==> src/rtl/sbq_pkg.sv <==
package sbq_pkg;
  localparam int SYM_DATA_W = 16;
  localparam int NUM_CLASS  = 2;
  localparam int CLS_REQ    = 0;
  localparam int CLS_RSP    = 1;

  typedef struct packed {
    logic                  sop;
    logic                  eop;
    logic [SYM_DATA_W-1:0] data;
  } sym_t;
endpackage

==> src/rtl/sbq_queue.sv <==
module sbq_queue
  import sbq_pkg::*;
#(
  parameter int DEPTH = 8,
  localparam int AW = (DEPTH > 1) ? $clog2(DEPTH) : 1,
  localparam int CW = $clog2(DEPTH + 1)
) (
  input  logic          clk,
  input  logic          rst_n,
  input  logic          wr_en,
  input  sym_t          wr_sym,
  input  logic          rd_en,
  output sym_t          rd_sym,
  output logic [CW-1:0] fill,
  output logic [CW-1:0] whole_pkts,
  output logic          is_empty
);
  sym_t          store [DEPTH];
  logic [AW-1:0] wp_q, rp_q;
  logic [CW-1:0] fill_q, pkts_q;

  function automatic logic [AW-1:0] bump(input logic [AW-1:0] p);
    return (p == AW'(DEPTH - 1)) ? '0 : p + AW'(1);
  endfunction

  always_ff @(posedge clk) begin
    if (wr_en) store[wp_q] <= wr_sym;
  end

  always_ff @(posedge clk) begin
    if (!rst_n) begin
      wp_q   <= '0;
      rp_q   <= '0;
      fill_q <= '0;
      pkts_q <= '0;
    end else begin
      if (wr_en) wp_q <= bump(wp_q);
      if (rd_en) rp_q <= bump(rp_q);
      fill_q <= fill_q + CW'(wr_en) - CW'(rd_en);
      pkts_q <= pkts_q + CW'(wr_en && wr_sym.eop) - CW'(rd_en && store[rp_q].eop);
    end
  end

  assign rd_sym     = store[rp_q];
  assign fill       = fill_q;
  assign whole_pkts = pkts_q;
  assign is_empty   = (fill_q == '0);

  AST_NO_OVERFLOW: assert property (@(posedge clk) disable iff (!rst_n)
    wr_en |-> (fill_q < CW'(DEPTH)));
  AST_NO_UNDERFLOW: assert property (@(posedge clk) disable iff (!rst_n)
    rd_en |-> (fill_q != '0));
endmodule

==> src/rtl/sbq_admit.sv <==
module sbq_admit #(
  parameter int DEPTH   = 8,
  parameter int MAX_PKT = 4,
  parameter int TAG_W   = 4,
  localparam int CW = $clog2(DEPTH + 1)
) (
  input  logic             clk,
  input  logic             rst_n,
  input  logic             start_seen,
  input  logic             bcast,
  input  logic [TAG_W-1:0] tag,
  input  logic             hold,
  input  logic             admit,
  input  logic             receiving,
  input  logic [CW-1:0]    fill,
  output logic             busy,
  output logic             taken,
  output logic             may_admit
);
  logic             busy_q, taken_q;
  logic [TAG_W-1:0] tag_q;
  logic [CW-1:0]    room;
  logic             same_tag;

  assign room     = CW'(DEPTH) - fill;
  assign same_tag = (tag == tag_q);

  always_comb begin
    if (busy_q)     may_admit = 1'b0;
    else if (bcast) may_admit = !(taken_q && same_tag);
    else            may_admit = !hold;
  end

  always_ff @(posedge clk) begin
    if (!rst_n) begin
      busy_q  <= 1'b0;
      taken_q <= 1'b0;
      tag_q   <= '0;
    end else begin
      if (admit)
        busy_q <= 1'b1;
      else if (busy_q && !receiving && room >= CW'(MAX_PKT))
        busy_q <= 1'b0;

      if (admit && bcast) begin
        taken_q <= 1'b1;
        tag_q   <= tag;
      end else if (start_seen && bcast && !same_tag) begin
        taken_q <= 1'b0;
      end
    end
  end

  assign busy  = busy_q;
  assign taken = taken_q;

  AST_BUSY_ON_ADMIT: assert property (@(posedge clk) disable iff (!rst_n)
    admit |=> busy_q);
  AST_BUSY_WHILE_TIGHT: assert property (@(posedge clk) disable iff (!rst_n)
    (busy_q && !admit && room < CW'(MAX_PKT)) |=> busy_q);
  AST_BCAST_ONCE: assert property (@(posedge clk) disable iff (!rst_n)
    (start_seen && bcast && taken_q && same_tag) |-> !admit);
  AST_HOLD_BLOCKS_UNICAST: assert property (@(posedge clk) disable iff (!rst_n)
    (start_seen && !bcast && hold) |-> !admit);
endmodule

==> src/rtl/sbq_egress_arb.sv <==
module sbq_egress_arb
  import sbq_pkg::*;
#(
  parameter int DEPTH = 8,
  localparam int CW = $clog2(DEPTH + 1)
) (
  input  logic                 clk,
  input  logic                 rst_n,
  input  logic [CW-1:0]        pkts_req,
  input  logic [CW-1:0]        pkts_rsp,
  input  logic [NUM_CLASS-1:0] q_empty,
  input  sym_t                 head_req,
  input  sym_t                 head_rsp,
  input  logic                 bypass_busy,
  input  logic                 out_ready,
  output logic                 out_valid,
  output sym_t                 out_sym,
  output logic                 out_cls,
  output logic [NUM_CLASS-1:0] rd_en
);
  logic lock_q, lock_cls_q;
  logic fire;
  logic rsp_waiting, req_waiting;

  assign rsp_waiting = (pkts_rsp != '0);
  assign req_waiting = (pkts_req != '0);

  always_comb begin
    if (lock_q) begin
      out_cls   = lock_cls_q;
      out_valid = !q_empty[lock_cls_q];
    end else begin
      out_cls   = rsp_waiting;
      out_valid = !bypass_busy && (rsp_waiting || req_waiting);
    end
    out_sym = out_cls ? head_rsp : head_req;
  end

  assign fire  = out_valid && out_ready;
  assign rd_en = {fire && out_cls, fire && !out_cls};

  always_ff @(posedge clk) begin
    if (!rst_n) begin
      lock_q     <= 1'b0;
      lock_cls_q <= 1'b0;
    end else if (fire) begin
      lock_q     <= !out_sym.eop;
      lock_cls_q <= out_cls;
    end
  end

  AST_NO_SPLIT: assert property (@(posedge clk) disable iff (!rst_n)
    (fire && !out_sym.eop) |=> (out_valid && !out_sym.sop && out_cls == $past(out_cls)));
  AST_BYPASS_YIELD: assert property (@(posedge clk) disable iff (!rst_n)
    (bypass_busy && out_valid) |-> !out_sym.sop);
  AST_RSP_FIRST: assert property (@(posedge clk) disable iff (!rst_n)
    (out_valid && out_sym.sop && rsp_waiting) |-> out_cls);
  AST_WHOLE_ONLY: assert property (@(posedge clk) disable iff (!rst_n)
    (out_valid && out_sym.sop) |-> (out_cls ? rsp_waiting : req_waiting));
endmodule

==> src/rtl/sbq_port_egress.sv <==
module sbq_port_egress
  import sbq_pkg::*;
#(
  parameter int MAX_PKT = 4,
  parameter int QDEPTH  = 8,
  parameter int TAG_W   = 4,
  localparam int DW = SYM_DATA_W,
  localparam int CW = $clog2(QDEPTH + 1)
) (
  input  logic             clk,
  input  logic             rst_n,
  input  logic             in_valid,
  output logic             in_ready,
  input  logic [DW-1:0]    in_data,
  input  logic             in_sop,
  input  logic             in_eop,
  input  logic             in_class,
  input  logic             in_bcast,
  input  logic [TAG_W-1:0] in_tag,
  input  logic [1:0]       rsv_req,
  input  logic             bypass_busy,
  output logic             out_valid,
  input  logic             out_ready,
  output logic [DW-1:0]    out_data,
  output logic             out_sop,
  output logic             out_eop,
  output logic             out_class,
  output logic [1:0]       sb_busy,
  output logic [1:0]       bc_taken
);
  logic                 rx_active_q, rx_cls_q;
  logic                 in_fire;
  logic [NUM_CLASS-1:0] may_admit, admit, wr_en, rd_en, q_empty, start_seen, receiving;
  logic [CW-1:0]        fill   [NUM_CLASS];
  logic [CW-1:0]        wpkts  [NUM_CLASS];
  sym_t                 head   [NUM_CLASS];
  sym_t                 in_sym, out_sym;

  assign in_sym = '{sop: in_sop, eop: in_eop, data: in_data};

  always_comb begin
    if (rx_active_q) in_ready = 1'b1;
    else if (in_sop) in_ready = may_admit[in_class];
    else             in_ready = 1'b1;
  end

  assign in_fire = in_valid && in_ready;

  always_ff @(posedge clk) begin
    if (!rst_n) begin
      rx_active_q <= 1'b0;
      rx_cls_q    <= 1'b0;
    end else if (in_fire) begin
      if (!rx_active_q && in_sop && !in_eop) begin
        rx_active_q <= 1'b1;
        rx_cls_q    <= in_class;
      end else if (rx_active_q && in_eop) begin
        rx_active_q <= 1'b0;
      end
    end
  end

  for (genvar c = 0; c < NUM_CLASS; c++) begin : g_cls
    assign start_seen[c] = in_valid && in_sop && !rx_active_q && (in_class == 1'(c));
    assign admit[c]      = start_seen[c] && in_ready;
    assign receiving[c]  = rx_active_q && (rx_cls_q == 1'(c));
    assign wr_en[c]      = in_fire && (receiving[c] || admit[c]);

    sbq_queue #(.DEPTH(QDEPTH)) u_q (
      .clk        (clk),
      .rst_n      (rst_n),
      .wr_en      (wr_en[c]),
      .wr_sym     (in_sym),
      .rd_en      (rd_en[c]),
      .rd_sym     (head[c]),
      .fill       (fill[c]),
      .whole_pkts (wpkts[c]),
      .is_empty   (q_empty[c])
    );

    sbq_admit #(.DEPTH(QDEPTH), .MAX_PKT(MAX_PKT), .TAG_W(TAG_W)) u_adm (
      .clk        (clk),
      .rst_n      (rst_n),
      .start_seen (start_seen[c]),
      .bcast      (in_bcast),
      .tag        (in_tag),
      .hold       (rsv_req[c]),
      .admit      (admit[c]),
      .receiving  (receiving[c]),
      .fill       (fill[c]),
      .busy       (sb_busy[c]),
      .taken      (bc_taken[c]),
      .may_admit  (may_admit[c])
    );
  end

  sbq_egress_arb #(.DEPTH(QDEPTH)) u_arb (
    .clk         (clk),
    .rst_n       (rst_n),
    .pkts_req    (wpkts[CLS_REQ]),
    .pkts_rsp    (wpkts[CLS_RSP]),
    .q_empty     (q_empty),
    .head_req    (head[CLS_REQ]),
    .head_rsp    (head[CLS_RSP]),
    .bypass_busy (bypass_busy),
    .out_ready   (out_ready),
    .out_valid   (out_valid),
    .out_sym     (out_sym),
    .out_cls     (out_class),
    .rd_en       (rd_en)
  );

  assign out_data = out_sym.data;
  assign out_sop  = out_sym.sop;
  assign out_eop  = out_sym.eop;

  AST_BUSY_REFUSES: assert property (@(posedge clk) disable iff (!rst_n)
    (in_valid && in_sop && !rx_active_q && sb_busy[in_class]) |-> !in_ready);
  AST_MID_PKT_READY: assert property (@(posedge clk) disable iff (!rst_n)
    rx_active_q |-> in_ready);
  AST_STRAY_DROPPED: assert property (@(posedge clk) disable iff (!rst_n)
    (in_valid && !in_sop && !rx_active_q) |-> (wr_en == '0));
endmodule

==> config.mk <==
export PLATFORM = sky130hd
export DESIGN_NAME = sbq_port_egress
export DESIGN_NICKNAME = d
export VERILOG_FILES = /design/src/rtl/sbq_pkg.sv /design/src/rtl/sbq_queue.sv /design/src/rtl/sbq_admit.sv /design/src/rtl/sbq_egress_arb.sv /design/src/rtl/sbq_port_egress.sv
export SDC_FILE = /design/constraint.sdc
export NUM_CORES = 1
export LEC_CHECK = 0
export BUFFER_PORTS_ARGS = -buffer_cell sky130_fd_sc_hd__buf_2
export CAP_MARGIN = 20
export CORE_ASPECT_RATIO = 1.1
export CORE_MARGIN = 5
export CORE_UTILIZATION = 46
export CTS_CLUSTER_SIZE = 28
export DETAILED_ROUTE_END_ITERATION = 6
export GPL_TIMING_DRIVEN = 0
export PLACE_DENSITY_LB_ADDON = 0.15
export SLEW_MARGIN = 20
export SYNTH_ARGS = -nofsm -noshare
export SYNTH_HDL_FRONTEND = slang
export SYNTH_SLANG_ARGS = --single-unit
==> constraint.sdc <==
create_clock -name clk -period 3.5 [get_ports clk]
set_clock_uncertainty 0.15 [all_clocks]
set_input_delay 0.525 -clock clk [delete_from_list [all_inputs] [get_ports clk]]
set_output_delay 0.525 -clock clk [all_outputs]
set_load 0.02 [all_outputs]
==> impl_metrics.py <==
metrics = {
    "detailed_routing": {
        "wl_per_cell_um": 22.8,
        "viasPerCell": 5.60,
        "ant_nets": 0,
        "finalWirelength_mm": 29.6,
        "num_vias": 7282,
        "drcViolationCount": 0,
        "first_iter_violations": 364,
        "dr.pass1.iters": 4,
    },
    "synthesis": {
        "syn_area_mm2": 0.0138,
        "ys_top_cells_by_count": "288 x edfxtp_1, 72 x mux4_2, 50 x dfxtp_1",
        "synthMostInstantiatedCell": "edfxtp_1",
        "synth.avg_cell_area_um2": 17.5,
        "yosys.area.top_type": "edfxtp_1",
        "synth_top_area_share_pct": 62.5,
        "postSynthCellCount": 789,
        "synthesis.nets": 854,
        "synthArstFlopShare_pct": 0,
        "ys_types": 58,
        "synth-seq-cells": 338,
        "synth_ff_type": "edfxtp_1",
        "netlist_top_cells_area": "edfxtp_1 62%, mux4_2 12%, dfxtp_1 7.2%, mux2i_1 2.7%, ha_1 2.7%",
        "yosysWarningCount": 0,
        "synth_edf_count": 288,
        "yosysSeqAreaShare_pct": 69.7,
    },
    "sta": {
        "holdWs_ns": 0.179,
        "hold_violations": 0,
        "drv_slew": 0,
        "tightest_slew_ns": 1.10,
        "setup_viol": 0,
        "fin_crit_sh_pct": 96.6,
        "maxSlewHeadroom_pct": 26.9,
        "rsz0062_at_grt": "no",
        "fmax_ghz": 0.296,
        "fin_crit_ns": 3.38,
    },
    "critical_path": {
        "cp_max_fo": 10,
        "cp.arrival_ns": 2.70,
        "reg2reg_depth": 14,
        "worst_ep_required_time_ns": 2.82,
        "cp-end-kind": "output port",
        "critPathLaunchType": "flip-flop",
        "path_class": "reg2out",
        "reg2reg_from": "g_cls[1].u_q.whole_pkts[2]",
        "reg2reg_to": "g_cls[1].u_q.fill[2]",
        "ff2ff_setup_slack_ns": 0.24,
    },
    "power": {
        "peakVddDrop_mv": 0.339,
        "p_sw_uw": 2730,
        "power_switching_share_pct": 26.7,
        "power_density_mw_per_mm2": 637,
        "p_clk_share_pct": 35.7,
        "p_leak_uw": 0.00540,
        "power_uw": 10200,
        "pwr-share-comb_pct": 20.2,
        "internal_power_uw": 7490,
        "seqPwrFrac_pct": 44.1,
    },
    "outcome": {
        "outcome": "completed",
    },
    "clocking": {
        "cts_buffer_depth": 3,
        "clock_latency_ns": 0.50,
        "htree_levels": 2,
        "clk_pin_slew_ns": 0.06,
        "post-cts-setup-buffers": 0,
        "cts_tree": "done",
        "hold_buffers": 0,
        "clock-sinks": 338,
        "root_buffer": "clkbuf_16",
        "cts_made_buffers": 36,
    },
    "floorplanning": {
        "core_mm2": 0.0296,
        "io_pins": 56,
        "dieArea_mm2": 0.0337,
        "die_y_um": 192,
        "die_x_um": 175,
        "start_util_pct": 46.7,
        "core.rowCount": 66,
    },
    "placed_design": {
        "dpl.hpwl_mm": 20.4,
        "numPortBuffers": 54,
        "placed_cell_area_mm2": 0.0148,
        "finalWeightedCongestion": 0.839,
        "dp.cells": 1238,
    },
    "grt": {
        "antenna_found_initial": 1,
        "grt.overflow.total": 0,
        "grt.total_usage_pct": 17.9,
        "grt_pass1_wl_mm": 45.8,
        "grt_max_degree": 19,
        "first_global_vias": 8008,
    },
    "worst_hold_path": {
        "hp-start": "in_class",
        "worstHoldPathType": "in2reg",
        "min_to": "rx_cls_q",
        "holdPathStages": 3,
    },
    "cells_and_area": {
        "postLayoutCellArea_mm2": 0.0161,
        "fin_nets": 966,
        "multiInputGateArea_mm2": 0.00400,
        "register_area_mm2": 0.00965,
        "nFillCells": 2330,
        "layout-drive-gt1-share_pct": 27.4,
        "stdcell_count": 1301,
        "area.growth.synth_to_final_pct": 16.0,
    },
    "job": {
        "maxCapViolations": 0,
    },
}
-- how the worst max path moves through the flow --
stage | cells past startpoint | slack [ns] | startpoint | to
finish | 6 | 0.12 | flip-flop | out_data[3]
global route | 6 | 0.009 | flip-flop | out_data[3]
CTS | 6 | -0.004 | flip-flop | out_data[0]
detailed placement | 13 | -0.33 | in_sop | g_cls[0].u_q.fill[2]
global placement | 7 | -2.46 | in_sop | g_cls[0].u_q.store[0][6]
floorplan | 6 | -0.34 | in_sop | g_cls[0].u_q.store[0][0]
-- power by group through the flow --
stage          sequential, µW  combinational, µW  clock (µW)
6_report                 4510               2070        3650
5_1_grt                  4510               2270        3900
4_1_cts                  4510               2070        3750
3_5_place_dp             4590               2020           0
3_3_place_gp             4580               1960           0
2_1_floorplan            4570               1360           0
-- cells by family (layout without fill, tap and decap cells) --
logic type / Yosys count / after routing / share of synthesized area [%]
mux: 111 / 111 / 14.5
other cells: 0 / 1 / 0
xor+xnor: 18 / 18 / 1.14
flops: 338 / 338 / 69.7
compound gates: 79 / 79 / 3.76
simple gates: 133 / 133 / 5.21
buf+inv: 76 / 213 / 2.34
fa+ha+maj: 34 / 34 / 3.29
-- stage by stage --
step	utilization [%]	TNS [ns]	setup WS [ns]
floorplan	-	-24.62	-0.342
finish	54.2	0	0.120
CTS	54.0	-0.00500	-0.00433
detailed placement	50.0	-6.89	-0.328
global route	54.2	0	0.00941
global placement	49.2	-284.91	-2.46
-- state kept, by name (all words and copies together), names as in the netlist, named ones only --
signal and count:
u_arb.lock_cls_q 1, g_cls.u_q.whole_pkts 8, u_arb.lock_q 1, g_cls.u_q.store 288, g_cls.u_q.wp_q 6, g_cls.u_q.fill 8
g_cls.u_adm.busy 2, rx_cls_q 1, g_cls.u_adm.tag_q 8, g_cls.u_adm.taken 2, rx_active_q 1, g_cls.u_q.rp_q 6
-- cell type report --
cell class	count	area share, %
Clock inverter	17	0.943
Inverter	36	0.841
Sequential cell	338	60.1
Tap cell	374	2.91
Antenna cell	1	0.0156
Timing Repair Buffer	75	2.73
Clock buffer	46	6.16
Multi-Input combinational cell	375	24.9
Buffer	39	1.44
-- worst max-delay path: stages, from the launching register on --
cell and delay (ns):
dfxtp_1 0.62, clkbuf_2 0.41, mux4_2 0.35, nor2b_1 0.15, a211oi_2 0.38, a21oi_1 0.11, buf_2 0.18
-- cell usage in the layout (no fill, tap or decap), types with 4 or more instances in the layout --
master,netlist,routed
mux2i_1,38,37
nor4_2,0,5
xor2_1,9,9
fa_1,4,4
o21ai_0,9,9
a211oi_2,1,8
mux4_2,72,72
ha_1,30,30
clkbuf_1,21,15
xnor2_1,9,9
edfxtp_1,288,288
dfxtp_1,50,50
clkinv_2,0,4
and2_1,5,5
clkbuf_16,0,37
clkbuf_2,0,10
clkinv_1,0,9
a21oi_1,30,29
and3b_1,4,4
nor2_1,30,30
buf_6,1,11
a211oi_1,18,11
nand2_1,37,37
nor2b_1,20,20
buf_2,10,66
inv_1,36,36
buf_4,5,13
-- layer usage --
layer | routed length (µm) | up-vias | global-route usage, %
li1 | - | 3322 | -
met1 | 11900 | 3772 | 21.3
met2 | 16000 | 151 | 33.6
met3 | 1240 | 37 | 3.27
met4 | 562 | 0 | 4.90
met5 | 0 | - | 0
-- timing repair --
action                     in CTS  in global routing
gates resized for setup        23                 14
setup endpoints to repair      17                 18
gates cloned                    0                  0
No activity file was read; power rests on OpenSTA's default activity.
